**src/rtl/mtg_pkg.sv**
```systemverilog
package mtg_pkg;
  typedef enum logic [2:0] {
    ST_PLAN, ST_WR, ST_RD, ST_DRAIN, ST_PASS, ST_FAIL
  } mtg_state_e;

  localparam int NSUB = 6;
  localparam int SUB_W = $clog2(NSUB + 1);
endpackage

```
**src/rtl/mtg_lfsr.sv**
```systemverilog
module mtg_lfsr #(
  parameter logic [31:0] SEED = 32'hACE1_2468
) (
  input  logic        clk_i,
  input  logic        rst_ni,
  input  logic        adv_i,
  output logic [31:0] state_o
);
  logic [31:0] q;
  // x^32 + x^22 + x^2 + x + 1
  always_ff @(posedge clk_i or negedge rst_ni) begin
    if (!rst_ni)    q <= SEED;
    else if (adv_i) q <= {q[30:0], q[31] ^ q[21] ^ q[1] ^ q[0]};
  end
  assign state_o = q;

  lfsr_nonzero_chk: assert property (@(posedge clk_i) disable iff (!rst_ni) q != 32'd0);
endmodule

```
**src/rtl/mtg_sched.sv**
```systemverilog
module mtg_sched import mtg_pkg::*; #(
  parameter int CW = 16,
  parameter logic [NSUB-1:0][CW-1:0] CNTS = '0
) (
  input  logic             clk_i,
  input  logic             rst_ni,
  input  logic             adv_i,
  output logic [SUB_W-1:0] sub_o,
  output logic             done_o
);
  logic [SUB_W-1:0] sub_q;
  logic [CW-1:0]    cnt_q;

  function automatic logic [SUB_W-1:0] first_nz(int start);
    logic [SUB_W-1:0] r;
    r = SUB_W'(NSUB);
    for (int i = NSUB - 1; i >= 0; i--)
      if (i >= start && CNTS[i] != '0) r = SUB_W'(i);
    return r;
  endfunction

  assign done_o = (sub_q == SUB_W'(NSUB));
  assign sub_o  = sub_q;

  always_ff @(posedge clk_i or negedge rst_ni) begin
    if (!rst_ni) begin
      sub_q <= first_nz(0);
      cnt_q <= '0;
    end else if (adv_i && !done_o) begin
      if (cnt_q + CW'(1) == CNTS[sub_q]) begin
        sub_q <= first_nz(int'(sub_q) + 1);
        cnt_q <= '0;
      end else begin
        cnt_q <= cnt_q + CW'(1);
      end
    end
  end


  sched_done_sticky_chk: assert property (@(posedge clk_i) disable iff (!rst_ni) done_o |=> done_o);

  sched_order_chk: assert property (@(posedge clk_i) disable iff (!rst_ni)
    !done_o && !$stable(sub_q) |-> sub_q > $past(sub_q));
endmodule

```
**src/rtl/mem_traffic_gen.sv**
```systemverilog
module mem_traffic_gen import mtg_pkg::*; #(
  parameter int          AW          = 16,
  parameter int          DW          = 32,
  parameter int          BCW         = 4,
  parameter int unsigned CNT_IS      = 4,
  parameter int unsigned CNT_IR      = 3,
  parameter int unsigned CNT_IM      = 3,
  parameter int unsigned CNT_BS      = 3,
  parameter int unsigned CNT_BR      = 3,
  parameter int unsigned CNT_BM      = 3,
  parameter int          BS_MIN      = 2,
  parameter int          BS_MAX      = 4,
  parameter int          BR_MIN      = 1,
  parameter int          BR_MAX      = 8,
  parameter int          BM_MIN      = 3,
  parameter int          BM_MAX      = 6,
  parameter int          MIX_SEQ_THR = 128,
  parameter logic [31:0] SEED        = 32'hACE1_2468
) (
  input  logic           clk_i,
  input  logic           rst_ni,
  output logic [AW-1:0]  avm_address_o,
  output logic           avm_write_o,
  output logic           avm_read_o,
  output logic [DW-1:0]  avm_writedata_o,
  output logic [BCW-1:0] avm_burstcount_o,
  input  logic           avm_waitrequest_i,
  output logic           exp_valid_o,
  output logic [DW-1:0]  exp_data_o,
  input  logic           chk_drained_i,
  input  logic           chk_error_i,
  output logic           pass_o,
  output logic           fail_o
);
  localparam int CW    = 16;
  localparam int LANES = DW / 32;
  localparam logic [NSUB-1:0][CW-1:0] CNTS = {CW'(CNT_BM), CW'(CNT_BR), CW'(CNT_BS),
                                              CW'(CNT_IM), CW'(CNT_IR), CW'(CNT_IS)};

  mtg_state_e       state_q;
  logic [AW-1:0]    base_q, seq_ptr_q, plan_base;
  logic [BCW-1:0]   len_q, beat_q, plan_len;
  logic [CW-1:0]    opcnt_q;
  logic [31:0]      lfsr;
  logic [SUB_W-1:0] sub;
  logic             sched_done, plan_go, plan_seq, wr_acc, rd_acc;

  function automatic logic [DW-1:0] beat_data(logic [AW-1:0] a, logic [CW-1:0] k);
    logic [DW-1:0] r;
    r = '0;
    for (int i = 0; i < LANES; i++) r[i*32 +: 32] = {k[15:0], 16'(a)};
    return r;
  endfunction

  assign plan_go = (state_q == ST_PLAN) && !sched_done;
  assign wr_acc  = avm_write_o && !avm_waitrequest_i;
  assign rd_acc  = avm_read_o && !avm_waitrequest_i;

  mtg_lfsr #(.SEED(SEED)) u_lfsr (
    .clk_i(clk_i), .rst_ni(rst_ni), .adv_i(plan_go), .state_o(lfsr)
  );

  mtg_sched #(.CW(CW), .CNTS(CNTS)) u_sched (
    .clk_i(clk_i), .rst_ni(rst_ni), .adv_i(rd_acc), .sub_o(sub), .done_o(sched_done)
  );

  always_comb begin
    int lo, hi, k;
    k  = int'(sub) % 3;
    lo = 1;
    hi = 1;
    case (int'(sub))
      3:       begin lo = BS_MIN; hi = BS_MAX; end
      4:       begin lo = BR_MIN; hi = BR_MAX; end
      5:       begin lo = BM_MIN; hi = BM_MAX; end
      default: ;
    endcase
    plan_seq  = (k == 0) || (k == 2 && ({1'b0, lfsr[7:0]} < 9'(MIX_SEQ_THR)));
    plan_len  = BCW'(lo + (int'(lfsr[23:16]) % (hi - lo + 1)));
    plan_base = plan_seq ? seq_ptr_q : AW'(lfsr ^ (lfsr >> 16));
  end

  always_ff @(posedge clk_i or negedge rst_ni) begin
    if (!rst_ni) begin
      state_q   <= ST_PLAN;
      base_q    <= '0;
      len_q     <= '0;
      beat_q    <= '0;
      opcnt_q   <= '0;
      seq_ptr_q <= '0;
    end else begin
      case (state_q)
        ST_PLAN: begin
          if (sched_done) begin
            state_q <= ST_DRAIN;
          end else begin
            base_q  <= plan_base;
            len_q   <= plan_len;
            beat_q  <= '0;
            state_q <= ST_WR;
            if (plan_seq) seq_ptr_q <= seq_ptr_q + AW'(plan_len);
          end
        end
        ST_WR: if (wr_acc) begin
          beat_q <= beat_q + BCW'(1);
          if (beat_q + BCW'(1) == len_q) state_q <= ST_RD;
        end
        ST_RD: if (rd_acc) begin
          opcnt_q <= opcnt_q + CW'(1);
          state_q <= ST_PLAN;
        end
        ST_DRAIN: if (chk_drained_i) state_q <= chk_error_i ? ST_FAIL : ST_PASS;
        default: ;
      endcase
    end
  end

  assign avm_write_o      = (state_q == ST_WR);
  assign avm_read_o       = (state_q == ST_RD);
  assign avm_address_o    = base_q;
  assign avm_burstcount_o = len_q;
  assign avm_writedata_o  = beat_data(base_q + AW'(beat_q), opcnt_q);
  assign exp_valid_o      = wr_acc;
  assign exp_data_o       = avm_writedata_o;
  assign pass_o           = (state_q == ST_PASS);
  assign fail_o           = (state_q == ST_FAIL);


  wr_hold_chk: assert property (@(posedge clk_i) disable iff (!rst_ni)
    avm_write_o && avm_waitrequest_i |=> avm_write_o && $stable(avm_address_o)
      && $stable(avm_writedata_o) && $stable(avm_burstcount_o));

  rd_hold_chk: assert property (@(posedge clk_i) disable iff (!rst_ni)
    avm_read_o && avm_waitrequest_i |=> avm_read_o && $stable(avm_address_o)
      && $stable(avm_burstcount_o));

  rd_after_wr_chk: assert property (@(posedge clk_i) disable iff (!rst_ni)
    $rose(avm_read_o) |-> $past(avm_write_o && !avm_waitrequest_i));

  wr_bc_nonzero_chk: assert property (@(posedge clk_i) disable iff (!rst_ni)
    avm_write_o |-> avm_burstcount_o != '0);

  pass_drain_chk: assert property (@(posedge clk_i) disable iff (!rst_ni)
    $rose(pass_o) |-> $past(chk_drained_i && !chk_error_i));

  fail_drain_chk: assert property (@(posedge clk_i) disable iff (!rst_ni)
    $rose(fail_o) |-> $past(chk_drained_i && chk_error_i));

  pass_sticky_chk: assert property (@(posedge clk_i) disable iff (!rst_ni) pass_o |=> pass_o);

  fail_sticky_chk: assert property (@(posedge clk_i) disable iff (!rst_ni) fail_o |=> fail_o);
endmodule

```
**config.mk**
```make
export PLATFORM = sky130hd
export DESIGN_NAME = mem_traffic_gen
export DESIGN_NICKNAME = d
export VERILOG_FILES = /design/src/rtl/mtg_pkg.sv /design/src/rtl/mtg_lfsr.sv /design/src/rtl/mtg_sched.sv /design/src/rtl/mem_traffic_gen.sv
export SDC_FILE = /design/constraint.sdc
export NUM_CORES = 1
export LEC_CHECK = 0
export ABC_AREA = 1
export ABC_CLOCK_PERIOD_IN_PS = 71200
export BUFFER_PORTS_ARGS = -buffer_cell sky130_fd_sc_hd__buf_2
export CORE_MARGIN = 4
export CORE_UTILIZATION = 60
export CTS_BUF_LIST = sky130_fd_sc_hd__clkbuf_8
export CTS_CLUSTER_DIAMETER = 100
export DETAILED_ROUTE_END_ITERATION = 8
export PLACE_DENSITY = 0.91
export RECOVER_POWER = 50
export SKIP_CTS_REPAIR_TIMING = 1
export SLEW_MARGIN = 20
export SYNTH_ARGS = -nofsm -noshare
export SYNTH_HDL_FRONTEND = slang
export SYNTH_SLANG_ARGS = --single-unit
```
**constraint.sdc**
```tcl
create_clock -name clk_i -period 71.2 [get_ports clk_i]
set_input_delay 7.12 -clock clk_i [delete_from_list [all_inputs] [get_ports clk_i]]
set_output_delay 7.12 -clock clk_i [all_outputs]
set_load 0.03 [all_outputs]
```
==> metrics.csv, run 1 <==
stage,metric,value,unit
outcome,run_status,did not finish,
outcome,stop_stage,global routing (5_1_grt),
outcome,stop_error,[ERROR GRT-0232] Routing congestion too high. Check the congestion heatmap in the GUI.,
yosys,syn_area,34000,um^2
yosys,yosysUniqueCellTypes,89,
yosys,avgSynthCellArea,6.57,um^2
placement,numPortBuffers,93,
yosys,syn_inst,5166,
clocking,numClockSinks,110,
clocking,cts-buffers-inserted,9,
placement,place.gp.congestion,0.972,
yosys,ys.flop_type,dfrtp_1,
floorplan,rows,86,
placement,hpwl,72300,um
yosys,synth_top_area_share,20.5,%
placement,dp_worst_setup_slack,-4.48,ns
yosys,ys_seq_area_share,8.15,%
clocking,root_buffer,clkbuf_8,
floorplan,die_x,246,um
floorplan,die_y,246,um
yosys,ys_ff_latch,110,
floorplan,initial_core_util,61.2,%
yosys,synthTopCellsByArea,"ha_1 20%, nand2_1 15%, inv_1 7.8%, dfrtp_1 7.1%, xor2_1 6.5%",
placement,dp.cells,6362,
yosys,synth_edf_count,0,
timing,worst-ep-kind,sequential cell input,
yosys,ys_warn_count,0,
grt,antenna_found_initial,21,
clocking,cts.path.max_buffers,2,
timing,worst_endpoint,seq_ptr_q[15]$_DFFE_PN0P_/D,
floorplan,io_pins,94,
grt,track_usage,72.1,%
grt,grt_max_degree,65,
grt,grt_remaining_overflow,3,
yosys,async_flop_share,100,%
yosys,netlist.top_cell.by_area,ha_1,
clocking,cts.htree.levels,3,
-- metal layers --
layer	global-route usage (%)	overflow
met5	46.3	0
met4	71.8	1
met3	65.5	0
met2	83.8	2
met1	68.8	0
-- kinds of logic after synthesis --
group,count (synthesis),synth area share [%]
xor+xnor,434,11.2
flops,110,8.15
simple gates,2236,29.6
buf+inv,880,12.1
fa+ha+maj,559,20.7
mux,13,0.420
other cells,2,0.0221
compound gates,932,17.8
-- synthesized netlist by cell type (6+ instances only) --
cell / count
nand2_1: 1364
inv_1: 708
ha_1: 555
a21oi_1: 347
xor2_1: 251
nor2_1: 235
nand3_1: 211
o21ai_0: 207
xnor2_1: 183
nand2_2: 137
dfrtp_1: 97
o21ai_2: 70
or2_2: 56
nand3_2: 53
nor3_1: 43
clkbuf_8: 42
nand4_1: 42
buf_4: 41
o21ai_1: 40
inv_2: 37
o21bai_1: 31
a21o_1: 27
a21oi_2: 25
o211ai_1: 23
buf_6: 22
a21boi_0: 18
clkbuf_1: 17
a211oi_1: 15
nor2_2: 15
nor4_1: 15
a21oi_4: 14
a31oi_1: 14
nand3b_1: 14
o221ai_1: 14
dfstp_2: 13
and2_1: 12
mux2i_1: 12
nand2_4: 11
o21bai_2: 11
o31ai_1: 11
a21boi_2: 8
nor2_4: 7
o21bai_4: 6
-- stage by stage --
step	util, %	instance area, um^2
CTS	66.9	37100
floorplan	-	34800
detailed placement	66.5	36900
global placement	66.5	36900
==> run 2: changes to the inputs <==
--- a/config.mk
+++ b/config.mk
@@ -6,14 +6,12 @@
 export NUM_CORES = 1
 export LEC_CHECK = 0
 export ABC_AREA = 1
-export ABC_CLOCK_PERIOD_IN_PS = 71200
+export ABC_CLOCK_PERIOD_IN_PS = 92600
 export BUFFER_PORTS_ARGS = -buffer_cell sky130_fd_sc_hd__buf_2
 export CORE_MARGIN = 4
-export CORE_UTILIZATION = 60
-export CTS_BUF_LIST = sky130_fd_sc_hd__clkbuf_8
-export CTS_CLUSTER_DIAMETER = 100
+export CORE_UTILIZATION = 40
 export DETAILED_ROUTE_END_ITERATION = 8
-export PLACE_DENSITY = 0.91
+export PLACE_DENSITY_LB_ADDON = 0.15
 export RECOVER_POWER = 50
 export SKIP_CTS_REPAIR_TIMING = 1
 export SLEW_MARGIN = 20
==> constraint.sdc (replaced) <==
create_clock -name clk_i -period 92.6 [get_ports clk_i]
set_input_delay 9.26 -clock clk_i [delete_from_list [all_inputs] [get_ports clk_i]]
set_output_delay 9.26 -clock clk_i [all_outputs]
set_load 0.03 [all_outputs]
==> run 2 against run 1 <==
The flow now finishes, with violations (capacitance limit, slew limit). Area after synthesis did not move. Synthesized cell count unchanged.
==> metrics.csv, run 2 <==
stage,metric,value,unit,change
cells_and_area,largest_reg_flops,32,,
routing,viasPerCell,4.78,,
yosys,ys_seq_area_share,8.15,%,unchanged
routing,drtIter0Drc,1325,,
cells_and_area,drive_above_1_share,11.6,%,
clocking,cts-buffers-inserted,9,,unchanged
critical_path,cpMostUsedCell,nand2_1,,
run,cap_violations,3,,
yosys,netlist.top_cell.by_area,ha_1,,
timing,slew_violations,158,,
timing,finalSetupViolCount,0,,
outcome,run_status,"finished, violations left",,
timing,finalCritPeriodShare,89.1,%,
routing,dr.pass1.iters,5,,
clocking,numClockSinks,110,,unchanged
critical_path,path_max_fanout,32,,
clocking,cts.path.max_buffers,2,,unchanged
floorplan,rows,106,,+23%
yosys,synthTopCellsByArea,"ha_1 20%, nand2_1 15%, inv_1 7.8%, dfrtp_1 7.1%, xor2_1 6.5%",,
cells_and_area,fin_nets,5975,,
grt,track_usage,18.5,%,
grt,grt_max_degree,65,,
outcome,violations,"capacitance limit, slew limit",,
floorplan,die_y,299,um,+22%
hold_path,min_path_type,reg2reg,,
floorplan,die_x,299,um,+22%
yosys,synth_edf_count,0,,unchanged
timing,hold_viol,0,,
timing,finalCriticalPeriod,82.47,ns,
critical_path,endpoint_kind,flip-flop,,
routing,vias,31300,,
yosys,syn_inst,5166,,unchanged
floorplan,dieArea,89600,um^2,
grt,grt_remaining_overflow,0,,
routing,drc,0,,
critical_path,crit_type,reg2reg,,
placement,place.gp.congestion,0.821,,-16%
timing,timing.slew.headroom,-78.8,%,
timing,fmaxAchievable,12.1,MHz,
timing,finalClockSkew,0.0149,ns,
yosys,ys_warn_count,0,,unchanged
floorplan,io_pins,94,,unchanged
clocking,clk_pin_slew,0.09,ns,
placement,place_area,35600,um^2,-3.6%
critical_path,arrival,82.75,ns,
floorplan,core_area,84000,um^2,
placement,hpwl,69000,um,-4.6%
yosys,avgSynthCellArea,6.57,um^2,unchanged
cells_and_area,final_area,36100,um^2,
clocking,cts.htree.levels,3,,unchanged
cells_and_area,layout_common_cells,"1359 x nand2_1, 701 x inv_1, 554 x ha_1",,
grt,first_global_vias,29100,,
critical_path,reg2reg_slack,10.13,ns,
yosys,syn_area,34000,um^2,unchanged
grt,grt_pass1_wl,142000,um,
clocking,clk_latency,0.35,ns,
critical_path,critPathLaunch,u_sched.sub_o[1],,
routing,antenna_left,0,,
yosys,yosysUniqueCellTypes,89,,unchanged
yosys,synth.most_common_cell,nand2_1,,
routing,wl_per_cell,12.9,um,
clocking,root_buffer,clkbuf_16,,
yosys,ys_ff_latch,110,,unchanged
critical_path,worst_ep_required_time,92.88,ns,
yosys,ys_top_cells_by_count,"1364 x nand2_1, 708 x inv_1, 555 x ha_1",,
yosys,synth_top_area_share,20.5,%,unchanged
critical_path,critPathLaunchType,flip-flop,,
critical_path,r2r_start,u_sched.sub_o[1],,
clocking,cts_tree,done,,
critical_path,cpPeakStageDelay,0.65,ns,
yosys,ys.flop_type,dfrtp_1,,
critical_path,critPathSlowestCell,ha_2,,
critical_path,reg2reg_to,seq_ptr_q[15],,
cells_and_area,area_growth,6.41,%,
cells_and_area,antennaDiodeCount,0,,
critical_path,r2r_cells,611,,
timing,worstMarginPinSlew,2.68,ns,
cells_and_area,layout_commonest_cell,nand2_1,,
critical_path,crit_path_end,seq_ptr_q[15],,
routing,routed_wl,84700,um,
placement,numPortBuffers,93,,unchanged
grt,antenna_found_initial,0,,
yosys,async_flop_share,100,%,unchanged
floorplan,initial_core_util,40.4,%,-21 points
==> run 2: cell counts after synthesis <==
No cell type changed its count.
==> run 2: area by class of cell <==
cell class              count  area, um^2
clock buffers               9         225
repair inverters            3        15.0
clock inverters             7        72.6
multi-input cells        4397       28000
repair buffers            139         773
inverters                 751        2860
fillers                  9037       47800
flip-flops and latches    110        2770
well taps                1134        1420
==> run 2: critical path: cells and delay by family (launching register included) <==
family / cells / cell delay (ns)
simple gates: 274 / 27.19
buf+inv: 92 / 9.61
compound gates: 205 / 33.05
xor+xnor: 3 / 0.51
flops: 1 / 0.47
fa+ha+maj: 37 / 11.35
==> run 2: cells by family after synthesis <==
family	Yosys count	synth area share, %
xor gates and xnor gates	434	11.2
buffers and inverters	880	12.1
other	2	0.0221
DFF	110	8.15
adders and majority gates	559	20.7
AOI/OAI and AO/OA	932	17.8
and+or+nand+nor	2236	29.6
muxes	13	0.420
==> run 2: worst min path at each step <==
stage | start | to | cells past startpoint
floorplan | seq_ptr_q[14] | seq_ptr_q[14] | 1
global placement | seq_ptr_q[7] | seq_ptr_q[7] | 1
detailed placement | seq_ptr_q[15] | seq_ptr_q[15] | 1
CTS | seq_ptr_q[7] | seq_ptr_q[7] | 1
global route | seq_ptr_q[7] | seq_ptr_q[7] | 1
finish | seq_ptr_q[7] | seq_ptr_q[7] | 1
==> run 2: metrics by stage <==
step,worst slack (ns),setup TNS [ns],hold WS (ns),std cells,utilization [%]
after floorplan,23.75,0,0.442,5385,-
after global placement,6.89,0,0.456,6507,42.4
after detailed placement,5.65,0,0.457,6507,42.4
after CTS,5.48,0,0.472,6523,42.8
after global routing,-0.0422,-0.0504,0.481,6550,43.0
final,10.13,0,0.470,6550,43.0
==> run 2: metal layers <==
| metal | share of wire, % | track usage [%] | vias up |
|---|---|---|---|
| li1 | - | - | 17200 |
| met1 | 51 | 25.9 | 13900 |
| met2 | 47 | 32.7 | 214 |
| met3 | 1.3 | 0.594 | 36 |
| met4 | 0.93 | 2.01 | 0 |
| met5 | 0 | 0 | - |
Power of run 2 is not shown: default switching activity piles up to over one toggle a cycle in this logic, so the estimate is an artifact.
